### config.mk
export PLATFORM = sky130hd
export DESIGN_NAME = twin_section_counter
export DESIGN_NICKNAME = d
export VERILOG_FILES = /design/src/rtl/ctr_pkg.sv /design/src/rtl/ctr_fall_detect.sv /design/src/rtl/ctr_section.sv /design/src/rtl/twin_section_counter.sv
export SDC_FILE = /design/constraint.sdc
export NUM_CORES = 1
export LEC_CHECK = 0
export ABC_AREA = 0
export BUFFER_PORTS_ARGS = -buffer_cell sky130_fd_sc_hd__buf_2
export CORE_AREA = 2 2 39 41
export DETAILED_ROUTE_END_ITERATION = 6
export DIE_AREA = 0 0 41 43
export GPL_TIMING_DRIVEN = 0
export PLACE_DENSITY = 0.6
export SLEW_MARGIN = 10
export SYNTH_ARGS = -nofsm -noshare
export SYNTH_HDL_FRONTEND = slang
export SYNTH_SLANG_ARGS = --single-unit
### constraint.sdc
create_clock -name clk -period 3.3 [get_ports clk]
set_input_delay 0.165 -clock clk [delete_from_list [all_inputs] [get_ports clk]]
set_output_delay 0.165 -clock clk [all_outputs]
set_load 0.01 [all_outputs]
### src/rtl/ctr_pkg.sv
package ctr_pkg;

    // Synchronizer depth applied to each count input
    localparam int DEF_SYNC_STAGES = 2;

    // Per-section flags passed from a section to the top
    typedef struct packed {
        logic advance;
        logic wrap;
    } sect_flags_t;

    // True when every bit selected by mask is set in value
    function automatic logic all_set(input logic [15:0] value, input logic [15:0] mask);
        return (value & mask) == mask;
    endfunction

endpackage

### src/rtl/ctr_fall_detect.sv
module ctr_fall_detect #(
    parameter int STAGES = 2
) (
    input  logic clk,
    input  logic rst_n,
    input  logic raw_in,
    output logic fall_o
);
    typedef struct packed {
        logic [STAGES-1:0] sync;
        logic              prev;
    } det_t;

    det_t det_d, det_q;

    always_comb begin
        det_d      = det_q;
        det_d.sync = {det_q.sync[STAGES-2:0], raw_in};
        det_d.prev = det_q.sync[STAGES-1];
    end

    always_ff @(posedge clk or negedge rst_n) begin
        if (!rst_n) begin
            det_q <= '0;
        end else begin
            det_q <= det_d;
        end
    end

    assign fall_o = det_q.prev & ~det_q.sync[STAGES-1];
endmodule

### src/rtl/ctr_section.sv
module ctr_section #(
    parameter int W = 3
) (
    input  logic             clk,
    input  logic             rst_n,
    input  logic             adv_i,
    input  logic             clr_i,
    output logic [W-1:0]     cnt_o,
    output logic [W-1:0]     nxt_o,
    output ctr_pkg::sect_flags_t flags_o
);
    typedef struct packed {
        logic [W-1:0] cnt;
    } sec_t;

    sec_t sec_d, sec_q;
    logic [W-1:0] stepped;

    always_comb begin
        stepped         = adv_i ? sec_q.cnt + W'(1) : sec_q.cnt;
        sec_d           = sec_q;
        sec_d.cnt       = clr_i ? '0 : stepped;
        flags_o.advance = adv_i;
        flags_o.wrap    = adv_i & (&sec_q.cnt);
    end

    always_ff @(posedge clk or negedge rst_n) begin
        if (!rst_n) begin
            sec_q <= '0;
        end else begin
            sec_q <= sec_d;
        end
    end

    assign cnt_o = sec_q.cnt;
    assign nxt_o = stepped;
endmodule

### src/rtl/twin_section_counter.sv
module twin_section_counter #(
    parameter int SYNC_STAGES = ctr_pkg::DEF_SYNC_STAGES,
    parameter int HIGH_W      = 3,
    parameter int TERM_MASK   = 13
) (
    input  logic                 clk,
    input  logic                 rst_n,
    input  logic                 tick_a,
    input  logic                 tick_b,
    input  logic                 clr_a,
    input  logic                 clr_b,
    input  logic                 chain_en,
    input  logic                 mod13_en,
    output logic [HIGH_W:0]      q_out
);
    localparam int Q_W = HIGH_W + 1;
    localparam int N_IN = 2;

    logic [N_IN-1:0] raw_vec;
    logic [N_IN-1:0] fall_vec;

    logic              lo_cnt, lo_nxt;
    logic [HIGH_W-1:0] hi_cnt, hi_nxt;
    ctr_pkg::sect_flags_t lo_flags, hi_flags;
    logic              hi_adv;
    logic              clear_all;
    logic [Q_W-1:0]    nxt_all;

    assign raw_vec = {tick_b, tick_a};

    for (genvar gi = 0; gi < N_IN; gi++) begin : g_det
        ctr_fall_detect #(.STAGES(SYNC_STAGES)) u_det (
            .clk    (clk),
            .rst_n  (rst_n),
            .raw_in (raw_vec[gi]),
            .fall_o (fall_vec[gi])
        );
    end

    always_comb begin
        hi_adv    = chain_en ? lo_flags.wrap : fall_vec[1];
        nxt_all   = {hi_nxt, lo_nxt};
        clear_all = (clr_a & clr_b)
                  | (mod13_en & ctr_pkg::all_set(16'(nxt_all), 16'(TERM_MASK)));
    end

    ctr_section #(.W(1)) u_lo (
        .clk     (clk),
        .rst_n   (rst_n),
        .adv_i   (fall_vec[0]),
        .clr_i   (clear_all),
        .cnt_o   (lo_cnt),
        .nxt_o   (lo_nxt),
        .flags_o (lo_flags)
    );

    ctr_section #(.W(HIGH_W)) u_hi (
        .clk     (clk),
        .rst_n   (rst_n),
        .adv_i   (hi_adv),
        .clr_i   (clear_all),
        .cnt_o   (hi_cnt),
        .nxt_o   (hi_nxt),
        .flags_o (hi_flags)
    );

    assign q_out = {hi_cnt, lo_cnt};

    logic unused_ok;
    assign unused_ok = &{1'b0, lo_flags.advance, hi_flags};
endmodule

* Word-level counts from Yosys, hierarchy flattened *
Index checks and enable logic that the tools add are counted.

storage, ports and cells
  register bits = 10
  input port bits = 8
  output and inout port bits = 4

cells by class
  $add $sub $neg = 2
  equality and inequality tests = 1
  mux-type cells = 5
  bitwise operators = 8
  reduce and logical (&&, ||, !) cells = 1

operators by type and width
  kind                                          count
  two-way mux 3 bit                             2
  AND 1 bit                                     5
  adder 3 x 1 -> 3 bit (second input constant)  1
  equality test 3 bit (second input constant)   1
  two-way mux 1 bit                             3
  inverter 1 bit                                2
  nonzero test 2 bit                            1
  adder 1 bit (second input constant)           1
  bitwise OR 1 bit                              1

* Depth between registers and ports, before layout *
  depth in word-level cells = 9
  mapped depth = 6

* By module *
From an unflattened synthesis, not the netlist that was laid out.

second synthesis, totals
  cells, all modules = 30
  area, all modules = 451.7 sq um

modules (own cells, without submodules)
  module                instances  cells an instance  area an instance (sq um)
  ctr_section (u_hi)    1          13                 178.9
  ctr_fall_detect       2          4                  88.8
  ctr_section (u_lo)    1          4                  58.8
  twin_section_counter  1          5                  36.3

* Worst setup path before layout *
Ideal clock, no wire load.

  path kind = register to register
  start point = register g_det[0].u_det.det_q[0] (netlist bit)
  end point = register u_hi.sec_q (netlist bit u_hi.cnt_o[0])
  data arrival time = 1.444 ns
  setup slack = 1.730 ns
  stages on the path, launching flop included = 7
  path buffers = 0
  clock period less this slack = 1.570 ns
  cell sequence = dfrtp_1 nor2b_1 ha_1 and2_4 o21a_2 xnor2_1 o311a_1

on the way
  cells in the longest elaborated chain, start to end = 8
  elaborated cells between the ends (all ways) = 10

RTL lines
  item                                                     RTL line                    RTL
  start: declaration                                       ctr_fall_detect.sv:14       det_t det_d, det_q;
  start signal: assignment                                 ctr_fall_detect.sv:26       det_q <= det_d;
  AND 1 bit (*)                                            ctr_fall_detect.sv:30       assign fall_o = det_q.prev & ~det_q.sync[STAGES-1];
  AND 1 bit                                                ctr_section.sv:24           flags_o.wrap = adv_i & (&sec_q.cnt);
  two-way mux 1 bit                                        twin_section_counter.sv:41  hi_adv = chain_en ? lo_flags.wrap : fall_vec[1];
  two-way mux 3 bit                                        ctr_section.sv:20           stepped = adv_i ? sec_q.cnt + W'(1) : sec_q.cnt;
  equality test 3 bit                                      ctr_pkg.sv:14               return (value & mask) == mask;
  AND 1 bit                                                twin_section_counter.sv:44  | (mod13_en & ctr_pkg::all_set(16'(nxt_all), 16'(TERM_MASK)));
  bitwise OR 1 bit                                         twin_section_counter.sv:44
  two-way mux 3 bit or nonzero test 2 bit (tied branches)  --
  end signal: assignment                                   ctr_section.sv:29           sec_q <= '0;
  end signal: assignment                                   ctr_section.sv:31           sec_q <= sec_d;
  end: declaration                                         ctr_section.sv:16           sec_t sec_d, sec_q;

Every way passes the cells marked *; elsewhere a longest branch is shown, timed or not. The select of a mux whose other input is x is not followed.
A chain may end at the register's enable or synchronous reset.

* Worst setup path in the final report *
Same ends and word-level chain as after synthesis.

==> results.py <==
metrics = {
    "placement": {
        "hpwl_um": 469.6,
        "gp_congestion": 0.7156,
        "io_buffers": 11,
    },
    "timing": {
        "tns_ns": 0,
        "fin_crit_sh": 0.4933,
        "fin_skew_ns": 0.004846,
        "finalSetupViolCount": 0,
        "hold_viol": 0,
        "clock.fmax_mhz": 614.3,
        "drv_slew": 0,
        "relSlewSlack": 0.7772,
        "timing.final.crit_period_ns": 1.628,
        "worstMarginPinSlew_ns": 0.3249,
        "rsz0062_at_grt": "no",
    },
    "die": {
        "io_pins": 12,
        "start_util": 0.2984,
        "die_w_um": 41,
        "die_area_um2": 1763,
        "core_area_um2": 1384,
        "rows": 14,
        "die_y_um": 43,
    },
    "detailed_routing": {
        "wire_per_inst_um": 9.484,
        "num_vias": 280,
        "postRouteAntennaNets": 0,
        "drt-pass1-iter-count": 3,
        "routed_wl_um": 607,
        "first_iter_violations": 1,
        "drc": 0,
        "via_per_inst": 4.375,
    },
    "worst_setup_path": {
        "endpoint_kind": "flop",
        "cp_slowest_stage_delay_ns": 0.36,
        "critPathBufInv": 0,
        "required_ns": 3.45,
        "cp-start-kind": "flop",
        "crit_type": "reg -> reg",
        "cp_top_family": "compound AO/OA/AOI/OAI gates",
        "crit_fanout": 2,
        "crit_path_top_delay_cell": "dfrtp_1",
        "worstPathArrival_ns": 1.78,
        "crit_path_cell_trace": "nor2b_1 > ha_1 > and2_4 > o21a_2 > xnor2_1 > o311a_1",
    },
    "clock_network": {
        "cts-root-buf": "clkbuf_4",
        "cts.sinks": 10,
        "clock_latency_ns": 0.26,
        "cts_max_path_buffers": 2,
        "cts_setup_buffers": 0,
        "clk_pin_slew_ns": 0.07,
        "cts_buffers": 3,
        "cts_resized": 0,
        "tritoncts": "yes",
        "cts_hold_buf": 3,
        "htreeDepth": 1,
    },
    "yosys": {
        "synth_area_um2": 412.9,
        "synth_area_leader_cell": "dfrtp_1",
        "yosysTopAreaCellShare": 0.6061,
        "syn_inst": 30,
        "synth.avg_cell_area_um2": 13.76,
        "synth_seq_cells": 10,
        "yosys_warnings": 0,
        "yosys.cell_types.count": 16,
        "async_flop_share": 1.000,
        "seq_area_frac_synth": 0.6061,
        "ys_top_cells_by_area": "dfrtp_1, ha_1, o311a_1",
        "syn_nets": 40,
        "synth.most_common_cell": "dfrtp_1",
        "ys.flop_type": "dfrtp_1",
        "synth_edf_count": 0,
    },
    "cells_and_area": {
        "nets": 59,
        "diodes": 0,
        "drive_gt1_frac": 0.3958,
        "postLayoutCoreUtil": 0.4005,
        "area_growth_pct": 34.24,
    },
    "power": {
        "finalPower_mw": 0.3121,
        "p_leak_nw": 0.2971,
        "vdd_ir_drop_max_uv": 272.1,
        "powerDensity_nw_per_um2": 563.0,
    },
    "grt": {
        "grt_max_degree": 11,
        "antenna_found_initial": 0,
        "grt_pass1_wl_um": 1035,
        "overflow": 0,
        "grt_pass1_vias": 273,
        "gr-usage-all-layers": 0.08740,
    },
    "worst_hold_path": {
        "hold_class": "in -> reg",
    },
    "run": {
        "maxCapViolCount": 0,
    },
    "run_status": {
        "status": "finished clean",
    },
}
logic make-up (layout without fill, tap and decap cells):
group	after synthesis	in the layout	share of synthesized area
flops	10	10	0.6061
simple gates	6	6	0.09395
compound gates	5	5	0.1152
xor+xnor	3	3	0.06365
buf+inv	3	21	0.03638
fa+ha+maj	2	2	0.06060
mux	1	1	0.02424
through the flow:
| stage | setup WS (ns) | cell area [um^2] | hold WS (ns) | cells |
|---|---|---|---|---|
| detailed placement | 1.670 | 488.0 | 0.03934 | 57 |
| global route | 1.549 | 554.3 | 0.1277 | 64 |
| global placement | 1.684 | 488.0 | 0.03573 | 57 |
| floorplan | 1.730 | 412.9 | -0.1306 | 30 |
| CTS | 1.654 | 554.3 | 0.1092 | 64 |
| finish | 1.672 | 554.3 | 0.1121 | 64 |
worst paths after layout:
kind                                    startpoint                 endpoint  slack [ns]  cells past startpoint
hold / removal                            mod13_en            u_hi.cnt_o[1]        0.11                      2
min in group asynchronous                    rst_n               u_lo.cnt_o        0.28                      2
max in group asynchronous                    rst_n  g_det[1].u_det.det_d[0]        2.83                      2
setup reg to reg           g_det[0].u_det.det_q[0]            u_hi.cnt_o[0]        1.67                      6
setup / recovery           g_det[0].u_det.det_q[0]            u_hi.cnt_o[0]        1.67                      6
hold reg to reg            g_det[0].u_det.det_d[2]  g_det[0].u_det.det_d[0]        0.35                      0
sequential cells by signal, summed over array words and instances, names as in the netlist:
name               flops
u_hi.cnt_o             3
u_lo.cnt_o             1
g_det.u_det.det_d      4
g_det.u_det.det_q      2
power breakdown:
part / internal, mW / switching, mW / leakage, nW
Sequential: 0.136 / 0.00787 / 0.123
Clock: 0.0669 / 0.0425 / 0.0210
Combinational: 0.0316 / 0.0277 / 0.153
final cells by class:
cell class                      instances  area [um^2]
Fill cell                             140        829.5
Sequential cell                        10        250.2
Multi-Input combinational cell         17        147.6
Timing Repair Buffer                   14        85.08
Clock buffer                            4        36.28
Tap cell                               16        20.02
Buffer                                  1        7.507
Inverter                                2        7.507
routing by layer:
metal  part of all wire  GRT usage  vias to the layer above
met3              0.054    0.03141                        0
met1               0.48     0.1137                      129
li1                   -          -                      142
met4                  0    0.04000                        0
met2               0.47     0.1250                        9
met5                  0          0                        -
layout by cell type (no fill, tap or decap), types with 2 or more instances in the layout:
cell type / count
xnor2_1: 2
clkbuf_4: 3
dlygate4sd3_1: 3
o311a_1: 2
buf_2: 11
ha_1: 2
dfrtp_1: 10
inv_1: 2
nand2_1: 2
(Power assumes the default switching activity.)
